$ cat src/rtl/rtcfe_pkg.sv
package rtcfe_pkg;

    localparam int ADDR_W = 8;
    localparam int DATA_W = 32;
    localparam int BYTE_W = 8;
    localparam int N_TIME = 7;
    localparam int FLAG_W = 6;

    localparam logic [ADDR_W-1:0] OFS_CTRL  = 8'h40;
    localparam logic [ADDR_W-1:0] OFS_STAT  = 8'h44;
    localparam logic [ADDR_W-1:0] OFS_IRQ   = 8'h48;
    localparam logic [ADDR_W-1:0] OFS_OSC   = 8'h54;
    localparam logic [ADDR_W-1:0] OFS_SCR   = 8'h60;
    localparam logic [ADDR_W-1:0] OFS_KEY_A = 8'h6C;
    localparam logic [ADDR_W-1:0] OFS_KEY_B = 8'h70;

    localparam logic [DATA_W-1:0] KEY_A_VAL = 32'h83E7_0B13;
    localparam logic [DATA_W-1:0] KEY_B_VAL = 32'h95A4_F1E0;

    localparam int ST_PWRUP = 7;
    localparam int ST_ALARM = 6;

    typedef struct packed {
        logic              we;
        logic [ADDR_W-1:0] addr;
        logic [DATA_W-1:0] data;
    } bus_wr_t;

    function automatic logic word_aligned(input logic [ADDR_W-1:0] a);
        return a[1:0] == 2'b00;
    endfunction

    function automatic logic hits_time(input logic [ADDR_W-1:0] a);
        return word_aligned(a) && (int'(a) < N_TIME * 4);
    endfunction

    function automatic logic hits_scratch(input logic [ADDR_W-1:0] a, input int n);
        return word_aligned(a) && (int'(a) >= int'(OFS_SCR)) &&
               (int'(a) < int'(OFS_SCR) + 4 * n);
    endfunction

    function automatic logic is_key(input logic [ADDR_W-1:0] a);
        return (a == OFS_KEY_A) || (a == OFS_KEY_B);
    endfunction

endpackage

$ cat src/rtl/rtcfe_kick.sv
module rtcfe_kick
    import rtcfe_pkg::*;
(
    input  logic    clk,
    input  logic    rst,
    input  bus_wr_t wr,
    output logic    unlocked
);

    logic [DATA_W-1:0] key_a_q;
    logic [DATA_W-1:0] key_b_q;

    always_ff @(posedge clk) begin
        if (rst) begin
            key_a_q <= '0;
            key_b_q <= '0;
        end else if (wr.we) begin
            if (wr.addr == OFS_KEY_A) key_a_q <= wr.data;
            if (wr.addr == OFS_KEY_B) key_b_q <= wr.data;
        end
    end

    assign unlocked = (key_a_q == KEY_A_VAL) && (key_b_q == KEY_B_VAL);

    AST_UNLOCK_FROM_KEY: assert property (@(posedge clk) disable iff (rst)
        $rose(unlocked) |-> ($past(wr.we) && is_key($past(wr.addr))));

    AST_ZERO_KEY_LOCKS: assert property (@(posedge clk) disable iff (rst)
        (wr.we && is_key(wr.addr) && wr.data == '0) |=> !unlocked);

endmodule

$ cat src/rtl/rtcfe_cfg.sv
module rtcfe_cfg
    import rtcfe_pkg::*;
#(
    parameter int N_SCRATCH = 3
) (
    input  logic                          clk,
    input  logic                          rst,
    input  bus_wr_t                       wr,
    input  logic                          unlocked,
    output logic [BYTE_W-1:0]             ctrl_q,
    output logic [BYTE_W-1:0]             irq_q,
    output logic [BYTE_W-1:0]             osc_q,
    output logic [N_SCRATCH*DATA_W-1:0]   scratch_flat
);

    logic wr_ok;
    assign wr_ok = wr.we && unlocked;

    always_ff @(posedge clk) begin
        if (rst) begin
            ctrl_q <= '0;
            irq_q  <= '0;
            osc_q  <= '0;
        end else if (wr_ok) begin
            if (wr.addr == OFS_CTRL) ctrl_q <= wr.data[BYTE_W-1:0];
            if (wr.addr == OFS_IRQ)  irq_q  <= wr.data[BYTE_W-1:0];
            if (wr.addr == OFS_OSC)  osc_q  <= wr.data[BYTE_W-1:0];
        end
    end

    for (genvar i = 0; i < N_SCRATCH; i++) begin : g_scr
        localparam logic [ADDR_W-1:0] MY_OFS = OFS_SCR + ADDR_W'(4 * i);
        logic [DATA_W-1:0] word_q;
        always_ff @(posedge clk) begin
            if (rst)                             word_q <= '0;
            else if (wr_ok && wr.addr == MY_OFS) word_q <= wr.data;
        end
        assign scratch_flat[i*DATA_W +: DATA_W] = word_q;
    end

    AST_LOCKED_CTRL_HOLD: assert property (@(posedge clk) disable iff (rst)
        !unlocked |=> $stable(ctrl_q));

    AST_LOCKED_SCR_HOLD: assert property (@(posedge clk) disable iff (rst)
        !unlocked |=> $stable(scratch_flat));

endmodule

$ cat src/rtl/rtcfe_status.sv
module rtcfe_status
    import rtcfe_pkg::*;
(
    input  logic              clk,
    input  logic              rst,
    input  bus_wr_t           wr,
    input  logic              unlocked,
    input  logic              alarm_hit,
    input  logic [FLAG_W-1:0] core_flags,
    output logic [BYTE_W-1:0] status
);

    logic pwrup_q;
    logic alarm_q;
    logic clr_hit;

    assign clr_hit = wr.we && unlocked && (wr.addr == OFS_STAT);

    always_ff @(posedge clk) begin
        if (rst) begin
            pwrup_q <= 1'b1;
            alarm_q <= 1'b0;
        end else begin
            if (clr_hit && wr.data[ST_PWRUP]) pwrup_q <= 1'b0;
            if (alarm_hit)                    alarm_q <= 1'b1;
            else if (clr_hit && wr.data[ST_ALARM]) alarm_q <= 1'b0;
        end
    end

    assign status = {pwrup_q, alarm_q, core_flags};

    AST_PWRUP_NEVER_RISES: assert property (@(posedge clk) disable iff (rst)
        !$rose(pwrup_q));

    AST_ALARM_SET_WINS: assert property (@(posedge clk) disable iff (rst)
        alarm_hit |=> alarm_q);

    AST_LOCKED_FLAGS_HOLD: assert property (@(posedge clk) disable iff (rst)
        (!unlocked && !alarm_hit) |=> $stable(status[ST_PWRUP:ST_ALARM]));

endmodule

$ cat src/rtl/rtc_kick_regif.sv
module rtc_kick_regif
    import rtcfe_pkg::*;
#(
    parameter int N_SCRATCH = 3
) (
    input  logic                     clk,
    input  logic                     rst,
    input  logic [ADDR_W-1:0]        bus_addr,
    input  logic [DATA_W-1:0]        bus_wdata,
    input  logic                     bus_we,
    output logic [DATA_W-1:0]        bus_rdata,
    output logic                     unlocked,
    output logic [N_TIME-1:0]        tm_wr_en,
    output logic [BYTE_W-1:0]        tm_wr_data,
    input  logic [N_TIME*BYTE_W-1:0] tm_cur,
    input  logic [FLAG_W-1:0]        core_flags,
    input  logic                     alarm_hit,
    output logic [BYTE_W-1:0]        ctrl_out,
    output logic [BYTE_W-1:0]        irq_en_out,
    output logic [BYTE_W-1:0]        osc_out
);

    localparam int SCR_BITS = N_SCRATCH * DATA_W;

    bus_wr_t             wr;
    logic [BYTE_W-1:0]   status;
    logic [SCR_BITS-1:0] scratch_flat;

    assign wr = '{we: bus_we, addr: bus_addr, data: bus_wdata};

    rtcfe_kick u_kick (
        .clk      (clk),
        .rst      (rst),
        .wr       (wr),
        .unlocked (unlocked)
    );

    rtcfe_cfg #(.N_SCRATCH(N_SCRATCH)) u_cfg (
        .clk          (clk),
        .rst          (rst),
        .wr           (wr),
        .unlocked     (unlocked),
        .ctrl_q       (ctrl_out),
        .irq_q        (irq_en_out),
        .osc_q        (osc_out),
        .scratch_flat (scratch_flat)
    );

    rtcfe_status u_stat (
        .clk        (clk),
        .rst        (rst),
        .wr         (wr),
        .unlocked   (unlocked),
        .alarm_hit  (alarm_hit),
        .core_flags (core_flags),
        .status     (status)
    );

    for (genvar k = 0; k < N_TIME; k++) begin : g_tstb
        assign tm_wr_en[k] = bus_we && unlocked && (bus_addr == ADDR_W'(4 * k));
    end
    assign tm_wr_data = bus_wdata[BYTE_W-1:0];

    always_comb begin
        bus_rdata = '0;
        if (hits_time(bus_addr)) begin
            bus_rdata[BYTE_W-1:0] = tm_cur[int'(bus_addr[ADDR_W-1:2])*BYTE_W +: BYTE_W];
        end else if (hits_scratch(bus_addr, N_SCRATCH)) begin
            bus_rdata = scratch_flat[(int'(bus_addr[ADDR_W-1:2]) - int'(OFS_SCR[ADDR_W-1:2]))*DATA_W +: DATA_W];
        end else begin
            unique case (bus_addr)
                OFS_CTRL: bus_rdata[BYTE_W-1:0] = ctrl_out;
                OFS_STAT: bus_rdata[BYTE_W-1:0] = status;
                OFS_IRQ:  bus_rdata[BYTE_W-1:0] = irq_en_out;
                OFS_OSC:  bus_rdata[BYTE_W-1:0] = osc_out;
                default:  bus_rdata = '0;
            endcase
        end
    end

    AST_STROBE_ONEHOT: assert property (@(posedge clk) disable iff (rst)
        $onehot0(tm_wr_en));

    AST_STROBE_NEEDS_WE: assert property (@(posedge clk) disable iff (rst)
        (tm_wr_en != '0) |-> bus_we);

endmodule

$ cat config.mk
export PLATFORM = sky130hd
export DESIGN_NAME = rtc_kick_regif
export DESIGN_NICKNAME = d
export VERILOG_FILES = /design/src/rtl/rtcfe_pkg.sv /design/src/rtl/rtcfe_kick.sv /design/src/rtl/rtcfe_cfg.sv /design/src/rtl/rtcfe_status.sv /design/src/rtl/rtc_kick_regif.sv
export SDC_FILE = /design/constraint.sdc
export NUM_CORES = 1
export LEC_CHECK = 0
export BUFFER_PORTS_ARGS = -buffer_cell sky130_fd_sc_hd__buf_2
export CAP_MARGIN = 0
export CELL_PAD_IN_SITES_DETAIL_PLACEMENT = 0
export CELL_PAD_IN_SITES_GLOBAL_PLACEMENT = 1
export CORE_UTILIZATION = 35
export CTS_CLUSTER_SIZE = 16
export DETAILED_ROUTE_END_ITERATION = 16
export HOLD_SLACK_MARGIN = 0.08
export PLACE_DENSITY = 0.64
export RECOVER_POWER = 25
export SLEW_MARGIN = 10
export SYNTH_ARGS = -nofsm -noshare
export SYNTH_HDL_FRONTEND = slang
export SYNTH_HIERARCHICAL = 1
export SYNTH_SLANG_ARGS = --single-unit
$ cat constraint.sdc
create_clock -name clk -period 3 [get_ports clk]
set_input_delay 0.15 -clock clk [delete_from_list [all_inputs] [get_ports clk]]
set_output_delay 0.15 -clock clk [all_outputs]
set_load 0.02 [all_outputs]
Yosys cells after proc, flatten, opt, wreduce, memory -nomap -nowiden
Index checks and enable logic that the tools add are counted.
{"block": "word_totals", "ff_bits": 186, "inputBits": 106, "out_inout_bits": 72, "wordCells": 65}
{"block": "classes", "add_sub_neg": 1, "magnitude_cmp": 3, "eq_ne": 17, "shifts": 2, "muxes": 6, "n_reduce_logical": 26}
{"op": "$shiftx 96x12->32", "count": 1}
{"op": "$eq 8x7->1 const B", "count": 9}
{"op": "$eq 32x32->1 const B", "count": 2}
{"op": "$shiftx 56x10->8", "count": 1}
{"op": "$mux 32", "count": 1}
{"op": "$pmux 8 s4", "count": 1}
{"op": "$eq 8x5->1 const B", "count": 3}
{"op": "$mux 24", "count": 1}
{"op": "$logic_and 1x1->1", "count": 18}
{"op": "$eq 8x4->1 const B", "count": 2}
{"op": "$reduce_and 2->1", "count": 5}
{"op": "$eq 8x3->1 const B", "count": 1}
{"op": "$ge 8x7->1 const B", "count": 1}
{"op": "$logic_not 8->1", "count": 1}
{"op": "$lt 8x5->1 const B", "count": 1}
{"op": "$lt 8x7->1 const B", "count": 1}
{"op": "$mux 8", "count": 1}
{"op": "$sub 6x5->7 const B", "count": 1}
{"op": "$logic_not 2->1", "count": 1}
{"op": "$mux 1", "count": 2}
{"op": "$reduce_bool 2->1", "count": 1}

Longest topological paths before layout
{"block": "depth", "word_depth": 7, "ltp_mapped": 9}

Modules after synthesis
The synthesis kept the hierarchy.
{"module": "rtcfe_cfg", "instances": 1, "cells_per_inst": 433, "area_each_um2": 4904.7, "seq_area_each_um2": 2402.3}
{"module": "rtcfe_kick", "instances": 1, "cells_per_inst": 269, "area_each_um2": 2900.3, "seq_area_each_um2": 1281.2}
{"module": "rtc_kick_regif", "instances": 1, "cells_per_inst": 276, "area_each_um2": 1985.7, "seq_area_each_um2": 0.0}
{"module": "rtcfe_status", "instances": 1, "cells_per_inst": 19, "area_each_um2": 163.9, "seq_area_each_um2": 40.0}

Least setup slack after synthesis
Ideal clock, no wire load.
{"block": "synth_path", "path_type": "reg-to-output", "startpoint": "register u_kick.key_b_q[28]", "endpoint": "output port tm_wr_en[6]", "t_arrival_ns": 2.718, "t_required_ns": 2.850, "slack_ns": 0.132, "stages_incl_launch_ff": 6, "path_buffers": 0, "cell_sequence": "dfxtp_1 > nor4bb_1 > nand4_1 > nor4_1 > nand3_1 > nor4b_1"}
{"block": "synth_between", "elab_chain_len": 4}
{"item": "start, declared", "line": "rtcfe_kick.sv:11", "rtl": "logic [DATA_W-1:0] key_b_q;"}
{"item": "start signal, assigned", "line": "rtcfe_kick.sv:19", "rtl": "if (wr.addr == OFS_KEY_B) key_b_q <= wr.data;"}
{"item": "$eq 32x32->1", "line": "rtcfe_kick.sv:23", "rtl": "assign unlocked = (key_a_q == KEY_A_VAL) && (key_b_q == KEY_B_VAL);"}
{"item": "$logic_and 1x1->1", "line": "rtcfe_kick.sv:23"}
{"item": "named net unlocked", "line": "rtc_kick_regif.sv:12", "rtl": "output logic unlocked,"}
{"item": "$logic_and 1x1->1 (2 in series)", "line": "rtc_kick_regif.sv:60", "rtl": "assign tm_wr_en[k] = bus_we && unlocked && (bus_addr == ADDR_W'(4 * k));"}
{"item": "end, declared", "line": "rtc_kick_regif.sv:13", "rtl": "output logic [N_TIME-1:0] tm_wr_en,"}
The timed path passes the listed nets, and every way through them passes these cells.

Worst setup path in the final report
{"block": "layout_path", "startpoint": "register u_kick.key_b_q[28]", "endpoint": "output port tm_wr_en[6]"}
{"block": "layout_between", "elab_chain_len": 4}
{"item": "$eq 32x32->1", "line": "rtcfe_kick.sv:23"}
{"item": "$logic_and 1x1->1", "line": "rtcfe_kick.sv:23"}
{"item": "$logic_and 1x1->1 (2 in series)", "line": "rtc_kick_regif.sv:60"}
No other way between the ends.

==> results_dict.tcl <==
set metrics [dict create \
    post-route-util_pct 42.01 \
    ir_drop_uv 316.8 \
    required_ps 2850 \
    grt_overflow 0 \
    post-dp-hpwl_mm 18.92 \
    route.detailed.drc 0 \
    grt_pass1_wl_mm 42.30 \
    gp_congestion 0.7726 \
    cts.sinks 186 \
    fin_total_pwr_mw 5.176 \
    cp_slowest_stage_delay_ps 390 \
    ys_ff_latch 186 \
    syn_avg_cell_area_um2 9.985 \
    synth_area_leaders "dfxtp_1 (37%), mux2i_1 (22%), nand2b_1 (16%)" \
    stdcell_count 1540 \
    syn_nets 1103 \
    root_buffer "clkbuf_16" \
    cts_buffers 17 \
    critPathArrivalTime_ps 2680 \
    ys_seq_area_share_pct 37.41 \
    dieArea_mm2 0.02912 \
    reg2reg_depth 8 \
    yosysWarnings 6 \
    synth_top_area_cell "dfxtp_1" \
    slew_violations 34 \
    multi_input_area_mm2 0.005607 \
    dp_slack_ps 240.2 \
    clkLatencyLatePin_ps 430 \
    nNetsFinal 1255 \
    path_class "flip-flop to output pin" \
    holdPathStages 3 \
    die-width_um 170.6 \
    fmax_mhz 353.5 \
    cap_violations 2 \
    failed_checks "capacitance limit, slew limit" \
    timing.critical_path.cells "nor4bb_2, nand4_1, nor4_2, buf_4, nand3_1, nor4b_4, buf_2" \
    dr.pass1.iters 4 \
    hp-start "bus_wdata[26]" \
    dp_cells 1481 \
    coreArea_mm2 0.02786 \
    ys_async_sr_fraction_pct 0 \
    end_kind "output pin" \
    powerDensity_mw_per_mm2 442.2 \
    portBuffers 177 \
    cts.htree.levels 4 \
    n_fill_cell 2783 \
    drt-total-wl_mm 27.17 \
    slowest_stage "nor4_2" \
    synth.top_cell.area_share_pct 37.41 \
    antenna_left 0 \
    vias 7432 \
    fin_setup_tns_ps 0 \
    grt.total_usage_pct 18.82 \
    leakage_nw 5.018 \
    outcome "complete, but fails checks" \
    r2r_slack_ps 360 \
    r2r_end "u_cfg/g_scr[0].word_q[16]$_SDFFE_PP0P_" \
    worst_slack_ps 171.3 \
    cts_tree "done" \
    hold_viol 0 \
    critical_path.startpoint_type "flip-flop" \
    final.period_utilization_pct 94.29 \
    regArea_mm2 0.003724 \
    wl_per_cell_um 17.64 \
    antenna_found_initial 0 \
    min_period_ps 2829 \
    whs_endpoint "u_kick/key_a_q[26]$_SDFFE_PP0P_" \
    syn-cell-area_mm2 0.009955 \
    syn2layout_area_growth_pct 17.57 \
    r2r_start "u_kick/key_b_q[28]$_SDFFE_PP0P_" \
    via_per_inst 4.826 \
    min-delay-path-class "input pin to flip-flop" \
    boundaryPins 178 \
    drtIter0Drc 391 \
    syn_inst 997 \
    finClkSkew_ps 13.00 \
    post_cts_buffers 0 \
    setup-violations-final 0 \
    ys_types 56 \
    start_util_pct 35.73 \
    drive_above_1_share_pct 20.22 \
    n_antenna_cell 0 \
    rsz0062_at_grt "false" \
    slew_headroom_pct -21.88 \
    clkTransAtPathRegs_ps 70 \
    grt_max_degree 93 \
    dieHeight_um 170.6 \
    rows 61 \
    crit_path_max_fanout 5 \
    cts.path.max_buffers 2 \
    synth_flop_cell "dfxtp_1" \
    worstMarginPinSlew_ps 1812 \
    grt_pass1_vias 7450 \
    synth_edf_count 0 \
]
## logic make-up after synthesis
kind of cell | synth area share (%)
AND/OR/NAND/NOR | 25.57
multiplexers | 25.63
buffers and inverters | 6.410
flip-flops | 37.41
AO/OA/AOI/OAI | 4.990
## report_power, final
part	switching, mW	total, mW	internal, mW	leakage (nW)
combinational	0.255	0.467	0.212	3.25
clock	1.04	2.24	1.20	0.275
sequential	0.00151	2.47	2.47	1.50
## timing repair
action | in CTS | in global routing
cloned | 0 | 0
endpoints found under the hold margin | 81 | 0
gates resized for setup | 2 | 3
setup endpoints to repair | 1 | 2
hold buffers | 27 | 0
## how the worst max path moves through the flow
stage                     slack (ps)                             from                                endpoint  cells after the start
after global placement           200  u_kick/key_a_q[29]$_SDFFE_PP0P_  u_cfg/g_scr[0].word_q[14]$_SDFFE_PP0P_                      8
after global routing               5  u_kick/key_b_q[28]$_SDFFE_PP0P_                             tm_wr_en[0]                      8
final                            170  u_kick/key_b_q[28]$_SDFFE_PP0P_                             tm_wr_en[6]                      7
after floorplan                  130  u_kick/key_b_q[28]$_SDFFE_PP0P_                             tm_wr_en[6]                      5
after detailed placement         240  u_kick/key_a_q[29]$_SDFFE_PP0P_  u_cfg/g_scr[0].word_q[16]$_SDFFE_PP0P_                      8
after CTS                         60  u_kick/key_a_q[29]$_SDFFE_PP0P_                             tm_wr_en[6]                      7
## synthesized netlist by cell type, types with 8 or more instances
library cell	instances
o21ai_0	8
o221ai_1	8
nor4bb_1	9
mux2_2	12
nor2_1	58
nand2b_1	251
dfxtp_1	186
a32oi_1	8
mux2i_1	217
buf_2	11
nand2_1	18
buf_4	27
buf_6	12
clkbuf_1	32
a21oi_1	41
## layer usage
metal / global-route usage [%] / up-vias / wire length, um
met1: 25.46 / 3528 / 12920
met3: 2.868 / 14 / 1097
met5: 0 / - / 0
met2: 31.25 / 149 / 12930
li1: - / 3741 / -
met4: 4.465 / 0 / 218
## flip-flops by register name, indices dropped and copies added (netlist names)
name	flops
u_cfg/ctrl_q	8
u_cfg/g_scr.word_q	96
u_cfg/irq_q	8
u_cfg/osc_q	8
u_kick/key_a_q	32
u_kick/key_b_q	32
u_stat/alarm_q	1
u_stat/pwrup_q	1
## cells in the final DEF, fill, tap and decap left out, types with 3 or more instances in the layout
cell type	instances
a21oi_1	41
a32oi_1	8
and4b_1	4
buf_12	4
buf_2	142
buf_4	14
clkbuf_1	35
clkbuf_16	17
clkinv_4	3
clkinvlp_4	3
dfxtp_1	186
dlygate4sd3_1	27
inv_1	7
inv_8	4
mux2_2	12
mux2i_1	217
mux4_1	7
nand2_1	18
nand2b_1	251
nand3_1	3
nand3_2	5
nand4_1	4
nor2_1	58
nor3b_1	3
nor4_2	5
nor4b_4	4
nor4bb_1	8
o21ai_0	8
o221ai_1	8
o32a_1	7
or2_2	7
## area by class of cell
class / instances / area share [%]
clock inverter: 12 / 1.133
sequential: 186 / 31.82
multi-input combinational: 716 / 47.90
inverter: 7 / 0.2245
clock buffer: 20 / 3.817
timing repair buffer: 221 / 11.06
tap: 378 / 4.041
## metrics by stage
| stage | instance area (um^2) | hold slack [ps] |
|---|---|---|
| after floorplan | 9955 | 222.8 |
| after global placement | 10890 | 442.0 |
| after detailed placement | 10890 | 451.5 |
| after CTS | 11750 | 82.45 |
| after global routing | 11700 | 98.45 |
| final | 11700 | 96.87 |
## critical path, delay by kind of cell, from the launching register on
family	cells	cell delay (ps)
buffers and inverters	2	410
flip-flops	1	350
AND/OR/NAND/NOR	5	1490
Power figures use the tool's default switching activity.
